--- src/rtl/exc_seq_pkg.sv ---
package exc_seq_pkg;

   typedef enum logic [2:0] {
      CL_BAD  = 3'd0,
      CL_RST  = 3'd1,
      CL_NEXT = 3'd2,
      CL_SAME = 3'd3,
      CL_TRAP = 3'd4
   } exc_class_e;

   localparam logic [7:0] EC_RESET   = 8'd1;
   localparam logic [7:0] EC_BUS     = 8'd2;
   localparam logic [7:0] EC_ALIGN   = 8'd6;
   localparam logic [7:0] EC_ILLEGAL = 8'd7;
   localparam logic [7:0] EC_RANGE   = 8'd11;
   localparam logic [7:0] EC_SYSCALL = 8'd12;
   localparam logic [7:0] EC_FPU     = 8'd13;
   localparam logic [7:0] EC_TRAP    = 8'd14;

   function automatic exc_class_e classify(input logic [7:0] c);
      exc_class_e r;
      case (c)
         EC_RESET:                              r = CL_RST;
         EC_SYSCALL, EC_FPU:                    r = CL_NEXT;
         EC_BUS, EC_ALIGN, EC_ILLEGAL, EC_RANGE: r = CL_SAME;
         EC_TRAP:                               r = CL_TRAP;
         default:                               r = CL_BAD;
      endcase
      return r;
   endfunction

endpackage

--- src/rtl/exc_classify.sv ---
module exc_classify
   import exc_seq_pkg::*;
#(
   parameter int unsigned CODE_W = 5
) (
   input  logic [CODE_W-1:0] code,
   output exc_class_e        cls
);
   logic [7:0] code8;

   always_comb begin
      code8 = 8'(code);
      cls   = classify(code8);
   end
endmodule

--- src/rtl/exc_epc_calc.sv ---
module exc_epc_calc
   import exc_seq_pkg::*;
#(
   parameter int unsigned XLEN       = 32,
   parameter int unsigned INSN_BYTES = 4
) (
   input  exc_class_e      cls,
   input  logic [XLEN-1:0] pc,
   input  logic            in_dslot,
   output logic [XLEN-1:0] epc_new,
   output logic            epc_wr
);
   localparam logic [XLEN-1:0] STEP = XLEN'(INSN_BYTES);

   logic [XLEN-1:0] base;

   always_comb begin
      base   = in_dslot ? (pc - STEP) : pc;
      epc_wr = 1'b0;
      epc_new = base;
      case (cls)
         CL_NEXT: begin
            epc_new = base + STEP;
            epc_wr  = 1'b1;
         end
         CL_SAME: begin
            epc_new = base;
            epc_wr  = 1'b1;
         end
         default: begin
            epc_new = base;
            epc_wr  = 1'b0;
         end
      endcase
   end
endmodule

--- src/rtl/exc_vector_gen.sv ---
module exc_vector_gen #(
   parameter int unsigned     XLEN      = 32,
   parameter int unsigned     CODE_W    = 5,
   parameter int unsigned     VEC_SHIFT = 8,
   parameter logic [XLEN-1:0] HI_BASE   = 32'hF000_0000
) (
   input  logic [CODE_W-1:0] code,
   input  logic              hi_sel,
   output logic [XLEN-1:0]   target
);
   localparam int unsigned OFS_W = CODE_W + VEC_SHIFT;
   localparam logic [OFS_W-1:0] LOW_MASK = '1;
   localparam bit BASE_DISJOINT = ((HI_BASE & XLEN'(LOW_MASK)) == '0);

   logic [XLEN-1:0] offset;
   logic [XLEN-1:0] base;

   always_comb begin
      offset = {{(XLEN - OFS_W){1'b0}}, code, {VEC_SHIFT{1'b0}}};
      base   = hi_sel ? HI_BASE : '0;
   end

   generate
      if (BASE_DISJOINT) begin : g_or
         always_comb target = base | offset;
      end else begin : g_add
         always_comb target = base + offset;
      end
   endgenerate
endmodule

--- src/rtl/exc_seq_ctrl.sv ---
module exc_seq_ctrl
   import exc_seq_pkg::*;
#(
   parameter int unsigned     XLEN       = 32,
   parameter int unsigned     CODE_W     = 5,
   parameter int unsigned     VEC_SHIFT  = 8,
   parameter int unsigned     INSN_BYTES = 4,
   parameter int unsigned     DSX_BIT    = 13,
   parameter int unsigned     HV_BIT     = 14,
   parameter int unsigned     FO_BIT     = 15,
   parameter logic [XLEN-1:0] HI_BASE    = 32'hF000_0000
) (
   input  logic              clk,
   input  logic              rst_n,
   input  logic              exc_req,
   input  logic [CODE_W-1:0] exc_code,
   input  logic [XLEN-1:0]   exc_pc,
   input  logic              exc_in_dslot,
   input  logic [XLEN-1:0]   sr_cur,
   input  logic              rfe_req,
   output logic [XLEN-1:0]   epc_q,
   output logic [XLEN-1:0]   esr_q,
   output logic [XLEN-1:0]   sr_next,
   output logic              sr_wr,
   output logic              redir_vld,
   output logic [XLEN-1:0]   redir_pc,
   output logic              halt_req,
   output logic [XLEN-1:0]   halt_pc,
   output logic              bad_code,
   output logic              dslot_clear
);
   localparam logic [XLEN-1:0] FO_MASK = XLEN'(1) << FO_BIT;

   // elaboration-time parameter checks
   generate
      if (CODE_W < 4 || CODE_W > 8) begin : g_chk_code
         $error("CODE_W must lie in 4..8 to hold every exception code");
      end
      if (CODE_W + VEC_SHIFT >= XLEN) begin : g_chk_vec
         $error("vector offset does not fit below XLEN");
      end
      if (DSX_BIT >= XLEN || HV_BIT >= XLEN || FO_BIT >= XLEN) begin : g_chk_bits
         $error("status bit position outside XLEN");
      end
      if (DSX_BIT == HV_BIT || DSX_BIT == FO_BIT || HV_BIT == FO_BIT) begin : g_chk_uniq
         $error("status bit positions must be distinct");
      end
      if (INSN_BYTES == 0) begin : g_chk_step
         $error("INSN_BYTES must be non-zero");
      end
   endgenerate

   exc_class_e      cls;
   logic [XLEN-1:0] epc_new;
   logic            epc_wr;
   logic [XLEN-1:0] vec_pc;
   logic [XLEN-1:0] sr_entry;

   exc_classify #(.CODE_W(CODE_W)) u_cls (
      .code (exc_code),
      .cls  (cls)
   );

   exc_epc_calc #(.XLEN(XLEN), .INSN_BYTES(INSN_BYTES)) u_epc (
      .cls      (cls),
      .pc       (exc_pc),
      .in_dslot (exc_in_dslot),
      .epc_new  (epc_new),
      .epc_wr   (epc_wr)
   );

   exc_vector_gen #(
      .XLEN      (XLEN),
      .CODE_W    (CODE_W),
      .VEC_SHIFT (VEC_SHIFT),
      .HI_BASE   (HI_BASE)
   ) u_vec (
      .code   (exc_code),
      .hi_sel (sr_cur[HV_BIT]),
      .target (vec_pc)
   );

   always_comb begin
      sr_entry          = sr_cur;
      sr_entry[DSX_BIT] = exc_in_dslot;
   end

   always_ff @(posedge clk or negedge rst_n) begin
      if (!rst_n) begin
         epc_q       <= '0;
         esr_q       <= '0;
         sr_next     <= '0;
         sr_wr       <= 1'b0;
         redir_vld   <= 1'b0;
         redir_pc    <= '0;
         halt_req    <= 1'b0;
         halt_pc     <= '0;
         bad_code    <= 1'b0;
         dslot_clear <= 1'b0;
      end else begin
         sr_wr       <= 1'b0;
         redir_vld   <= 1'b0;
         halt_req    <= 1'b0;
         bad_code    <= 1'b0;
         dslot_clear <= 1'b0;
         if (exc_req) begin
            case (cls)
               CL_TRAP: begin
                  halt_req <= 1'b1;
                  halt_pc  <= exc_pc;
               end
               CL_BAD: begin
                  bad_code <= 1'b1;
               end
               default: begin
                  if (epc_wr) epc_q <= epc_new;
                  esr_q       <= sr_cur;
                  sr_next     <= sr_entry;
                  sr_wr       <= 1'b1;
                  redir_vld   <= 1'b1;
                  redir_pc    <= vec_pc;
                  dslot_clear <= 1'b1;
               end
            endcase
         end else if (rfe_req) begin
            sr_next     <= esr_q | FO_MASK;
            sr_wr       <= 1'b1;
            redir_vld   <= 1'b1;
            redir_pc    <= epc_q;
            dslot_clear <= 1'b1;
         end
      end
   end
endmodule

--- config.mk ---
export PLATFORM = sky130hd
export DESIGN_NAME = exc_seq_ctrl
export DESIGN_NICKNAME = d
export VERILOG_FILES = /design/src/rtl/exc_seq_pkg.sv /design/src/rtl/exc_classify.sv /design/src/rtl/exc_epc_calc.sv /design/src/rtl/exc_vector_gen.sv /design/src/rtl/exc_seq_ctrl.sv
export SDC_FILE = /design/constraint.sdc
export NUM_CORES = 1
export LEC_CHECK = 0
export BUFFER_PORTS_ARGS = -buffer_cell sky130_fd_sc_hd__buf_2
export CORE_MARGIN = 4
export CORE_UTILIZATION = 40
export CTS_CLUSTER_DIAMETER = 30
export DETAILED_ROUTE_END_ITERATION = 10
export GPL_ROUTABILITY_DRIVEN = 0
export PLACE_DENSITY = 0.63
export SLEW_MARGIN = 10
export SYNTH_ARGS = -nofsm -noshare
export SYNTH_HDL_FRONTEND = slang
export SYNTH_HIERARCHICAL = 1
export SYNTH_SLANG_ARGS = --single-unit
--- constraint.sdc ---
create_clock -name clk -period 1 [get_ports clk]
set_input_delay 0.2 -clock clk [delete_from_list [all_inputs] [get_ports clk]]
set_output_delay 0.2 -clock clk [all_outputs]
set_load 0.01 [all_outputs]
Word-level counts from Yosys, hierarchy flattened
Memory sizes are Yosys's and may differ from the RTL's.
Cells that the tools add are included.
Word-level totals
  register bits: 163
  memories: 1
  memory bits (read-only): 48
  logic and storage cells: 43
Memory list
  (no name shown): words 16, bits a word 3, rd ports 1, clocked after Yosys merged registers in 0, wr ports 0, RTL line exc_seq_pkg.sv:22  | case (c)
Operators by class
  multiplexer cells: 18
  bitwise gates (word level): 2
  reductions and logical operators: 8
  $add $sub $neg: 2
  eq/ne operators: 4
Operators by type and width (count)
  32-bit two-way mux: 9
  32-bit by 3-bit adder with 32-bit output, second input constant: 1
  32-bit by 13-bit bitwise OR with 32-bit output: 1
  32-bit by 3-bit subtractor with 32-bit output, second input constant: 1
  1-bit two-way mux: 8
  3-bit by 2-bit equality test with 1-bit output, second input constant: 2
  2-bit AND reduction: 3
  2-bit OR reduction: 2
  3-bit equality test, second input constant: 1
  3-bit logical NOT: 1
  3-bit two-way mux: 1
  3-bit AND reduction: 1
  2-bit inequality test, second input constant: 1
  2-bit nonzero test: 1
  1-bit inverter: 1

Logic depth before layout (Yosys ltp)
An unclocked memory read counts as a cell.
  word-level depth: 6
  depth in mapped cells: 13
  gate-level depth less buffers: 13

Modules after synthesis
The synthesis kept the hierarchy.
Modules (own cells, without submodules)
  exc_seq_ctrl: sequential area each 4078.9 um2, times used 1, area an instance 7056.8 um2, cells an instance 545
  exc_epc_calc: sequential area each 0.0 um2, times used 1, area an instance 1660.3 um2, cells an instance 250
  exc_vector_gen: sequential area each 0.0 um2, times used 1, area an instance 244.0 um2, cells an instance 33
  exc_classify: sequential area each 0.0 um2, times used 1, area an instance 96.3 um2, cells an instance 12

Least setup slack after synthesis
Ideal clock, no wire load.
  path kind: input to register
  from: input port exc_code[0]
  to: register epc_q[31]
  library setup time: 0.125 ns
  required time: 0.875 ns
  arrival: 3.164 ns
  buffers on the path: 0
  stages on the path: 12
  slack: -2.288 ns
  cells stage by stage: inv_1 -> ha_1 -> nor2b_1 -> a211oi_1 -> a211oi_1 -> nor3b_1 -> a21boi_0 -> o221ai_1 -> or4_4 -> nand4bb_4 -> xnor2_2 -> mux2_2
Between the ends
  elaborated cells between the ends (all ways): 12
RTL lines
  start, declared: RTL line exc_seq_ctrl.sv:16  | input logic [CODE_W-1:0] exc_code,
  memory read 16 x 3 bit
  3-bit two-way mux: RTL line exc_seq_pkg.sv:22
  named net cls[1]: RTL line exc_seq_ctrl.sv:53  | exc_class_e cls;
  3-bit by 2-bit equality test with 1-bit output: RTL line exc_epc_calc.sv:21  | case (cls)
  32-bit two-way mux: RTL line exc_epc_calc.sv:21
  named net epc_new[31]: RTL line exc_seq_ctrl.sv:54  | logic [XLEN-1:0] epc_new;
  end signal, assigned: RTL line exc_seq_ctrl.sv:116  | if (epc_wr) epc_q <= epc_new;
  end, declared: RTL line exc_seq_ctrl.sv:21  | output logic [XLEN-1:0] epc_q,
The timed path passes the listed nets, and every way through them passes these cells.
A chain may end at the register's enable or synchronous reset.

Worst setup path after layout
  from: input port exc_pc[5]
  to: register epc_q[31]
Between the ends
  longest elaborated chain between the ends: 4
RTL lines
  start, declared: RTL line exc_seq_ctrl.sv:17  | input logic [XLEN-1:0] exc_pc,
  32-bit by 3-bit subtractor with 32-bit output: RTL line exc_epc_calc.sv:18  | base = in_dslot ? (pc - STEP) : pc;
  32-bit two-way mux (*): RTL line exc_epc_calc.sv:18
  32-bit by 3-bit adder with 32-bit output: RTL line exc_epc_calc.sv:23  | epc_new = base + STEP;
  32-bit two-way mux (*): RTL line exc_epc_calc.sv:21
  named net epc_new[31]: RTL line exc_seq_ctrl.sv:54
Mark *: on every way through the listed nets, which the timed path passes. The rest lies on a longest branch.

==> impl_results.md <==
- DR WL/cell: 21.31 µm
- First-pass GRT wire length: 52450 µm
- Hold Crit Class: in2reg
- Synthesized instance count: 840
- Clock Skew: 0.01042 ns
- CP Buf/Inv Count: 1
- Top cell by count, worst path: or3_4
- Fmax: 390.2 MHz
- Delay-heaviest family, CP: simple AND/OR/NAND/NOR gates
- CP endpoint kind: register
- Worst EP arrival: 2.88 ns
- Area growth syn-to-layout: 82.12%
- # DRC: 0
- Violated checks: negative setup slack
- DPL Wire Length: 19990 µm
- Leakage power: 7.796 nW
- PortBufs: 238
- CP max FO: 4
- Syn. warnings: 6
- Max rail drop VDD: 1.146 mV
- GRT overflow: 0
- Final period util: 256.3%
- CTS tree: yes
- Die outline height: 158.5 µm
- Vias per cell: 5.489
- Final Hold Fails: 0
- Post-layout util: 74.89%
- Largest stage delay, worst path: 0.55 ns
- DRT antenna net count: 0
- Layout net count: 1489
- Layout cells sized above 1: 65.59%
- # clock sinks: 163
- EDFF count, synth: 0
- RSZ-0062 raised after global routing: true
- Tot Pwr: 0.02891 W
- GRT Util Overall: 26.64%
- Initial DRC count: 461
- Clk_lat worst skew: 0.43 ns
- Post-Syn Area per Cell: 10.78 µm²
- PwrDens: 1753 nW/µm²
- Final std cell area, no fill: 16500 µm²
- Flops & latches, synth: 163
- Status: finished, violations left
- Clk buf depth: 2
- Placed cell areas: 12190 µm²
- Std-Cell Rows: 54
- Cell variety after synth: 65
- Post-Route WL: 36320 µm
- Number of CTS-inserted buffers: 17
- Final setup margin: -1.563 ns
- Fin. max-slew vios: 0
- Initial antenna violation count: 0
- CP max-delay cell: or4_4
- Initial core utilization: 41.12%
- Min Clock Period, post-route: 2.563 ns
- Routed vias: 9353
- Maximum capacitance violations: 0
- Crit path cell chain: buf_6 > or3_4 > or3_4 > or3_4 > o31a_1 > or4_4 > nand4bb_4 > xnor2_2 > mux2_2
- Clock Pin Slew Worst Setup and Hold Paths: 0.07 ns
- Async SR Flop Fraction: 100.0%
- Sequential-to-total area share from yosys stat: 45.03%
- Drt pass-1 iters: 5
- Root buf cell: clkbuf_16
- Antenna Diode Count: 0
- H-tree levels: 4
- Die W: 158.5 µm
- Slew margin rel.: 63.31%
- Req. time, crit path: 1.31 ns
- Kind of critical path: in2reg
- Vias in the first global route: 9690
- Cell area after technology mapping: 9057 µm²
- Slew of the pin with the lowest slew margin: 0.5457 ns
- Core area: 22030 µm²
- Critical Path Source Type: input port
- Ports: 239
- Die area: 25110 µm²
- Post-synth top flop: dfrtp_1
- Endpoints failing setup: 328
- Pin count of the biggest net entering global routing: 57
worst reg2reg max path, stage by stage (launching register included):
cell and delay (ns):
dfrtp_1 0.45, buf_4 0.18, nand2_1 0.10, o2bb2ai_4 0.08
a221o_1 0.28
report_power, final:
group / switching [W] / internal [W] / leakage, nW
registers: 0.00122 / 0.00823 / 2.02
logic: 0.00531 / 0.00745 / 5.49
clock network: 0.00311 / 0.00360 / 0.281
state kept, by name (all words and copies together), names as in the netlist:
signal / flops
redir_pc: 32
halt_req: 1
sr_next: 32
esr_q: 32
epc_q: 32
bad_code: 1
halt_pc: 32
dslot_clear: 1
worst paths after layout:
| kind | startpoint | endpoint | slack (ns) | cells after the start |
|---|---|---|---|---|
| setup / recovery | exc_pc[5] | epc_q[31] | -1.56 | 9 |
| hold / removal | sr_cur[30] | esr_q[30] | 0.02 | 2 |
| setup reg to reg | sr_next[19] | sr_next[19] | -0.21 | 4 |
| hold reg to reg | halt_pc[25] | halt_pc[25] | 0.51 | 1 |
| max in group asynchronous | rst_n | epc_q[3] | 0.31 | 3 |
| min in group asynchronous | rst_n | esr_q[30] | 0.15 | 2 |
through the flow:
| stage | hold WS (ns) | TNS (ns) | instances | setup slack (ns) |
|---|---|---|---|---|
| finish | 0.01700 | -142.12 | 1704 | -1.563 |
| detailed placement | 0.02559 | -197.62 | 1435 | -2.152 |
| global route | 0.008590 | -156.30 | 1704 | -1.621 |
| CTS | 0.0009367 | -156.25 | 1669 | -1.530 |
| floorplan | -0.09559 | -140.50 | 862 | -2.026 |
| global placement | 0.02630 | -193.59 | 1435 | -2.116 |
cells in the mapped netlist, drive strengths merged, types with 3 or more instances:
cell     instances  area, µm²
nand3           12      60.06
a32oi           34      297.8
a221o           30      300.3
nor3b            3      22.52
xor2            15      131.4
nand2          117      441.7
clkbuf          35      131.4
or2              4      25.03
buf             68      481.7
dfrtp          163       4079
o31ai            5      37.54
inv              6      22.52
o2bb2ai         31      271.5
nor2b            5      31.28
xnor2           36      322.8
nor2            27      103.9
o21ai            7      35.03
a21oi           10      50.05
and3             7      43.79
o211ai           4      30.03
o2bb2a          33      330.3
o22ai            3      18.77
mux2            97       1092
nor4            13      87.58
nor3            14      70.07
or3              6      47.54
nand4           10      62.56
ha               4      50.05
or4              5      41.29
mux2i            4      40.04
per-layer routing:
metal  wire length, µm  up-vias  GRT usage (%)
met1             14220     4674          32.08
li1                  -     4211              -
met2             18670      385          46.98
met5                 0        -              0
met3              2215       83          5.762
met4              1212        0          9.586
final cells by class:
cell class                      count  area [µm²]
Clock buffer                       19       442.9
Clock inverter                     13       140.1
Fill cell                        1377        5530
Inverter                            6       35.03
Multi-Input combinational cell    590        5939
Sequential cell                   163        4083
Tap cell                          280       350.3
Timing Repair Buffer              633        5505
layout by cell type, fill, tap and decap left out, drive strengths merged, types with 10 or more instances in the layout:
master / instances
nor2: 27
inv: 14
a32oi: 34
nor3: 14
nand4: 10
nand3: 12
buf: 620
dfrtp: 163
nand2: 117
nor4: 13
o2bb2a: 33
a21oi: 10
o2bb2ai: 31
conb: 23
xnor2: 36
dlygate4sd3: 11
clkbuf: 21
a221o: 30
xor2: 15
mux2: 97
repair_timing:
action	CTS	global route
setup buffers	173	56
resized for setup	251	137
gates cloned	20	3
hold buffers	11	0
hold endpoints to repair	175	0
setup endpoints to repair	328	328
pin swaps	74	38
logic make-up (layout without fill, tap and decap cells):
group           Yosys count  count (layout)  share of synthesized area (%)
compound gates          173             173                          16.65
xor+xnor                 51              51                          5.015
mux                     101             101                          12.50
simple gates            238             238                          13.19
fa+ha+maj                 4               4                         0.5526
buf+inv                 109             671                          7.018
flops                   163             163                          45.03
other cells               1              23                        0.04140
No activity file was read; power rests on OpenSTA's default activity.
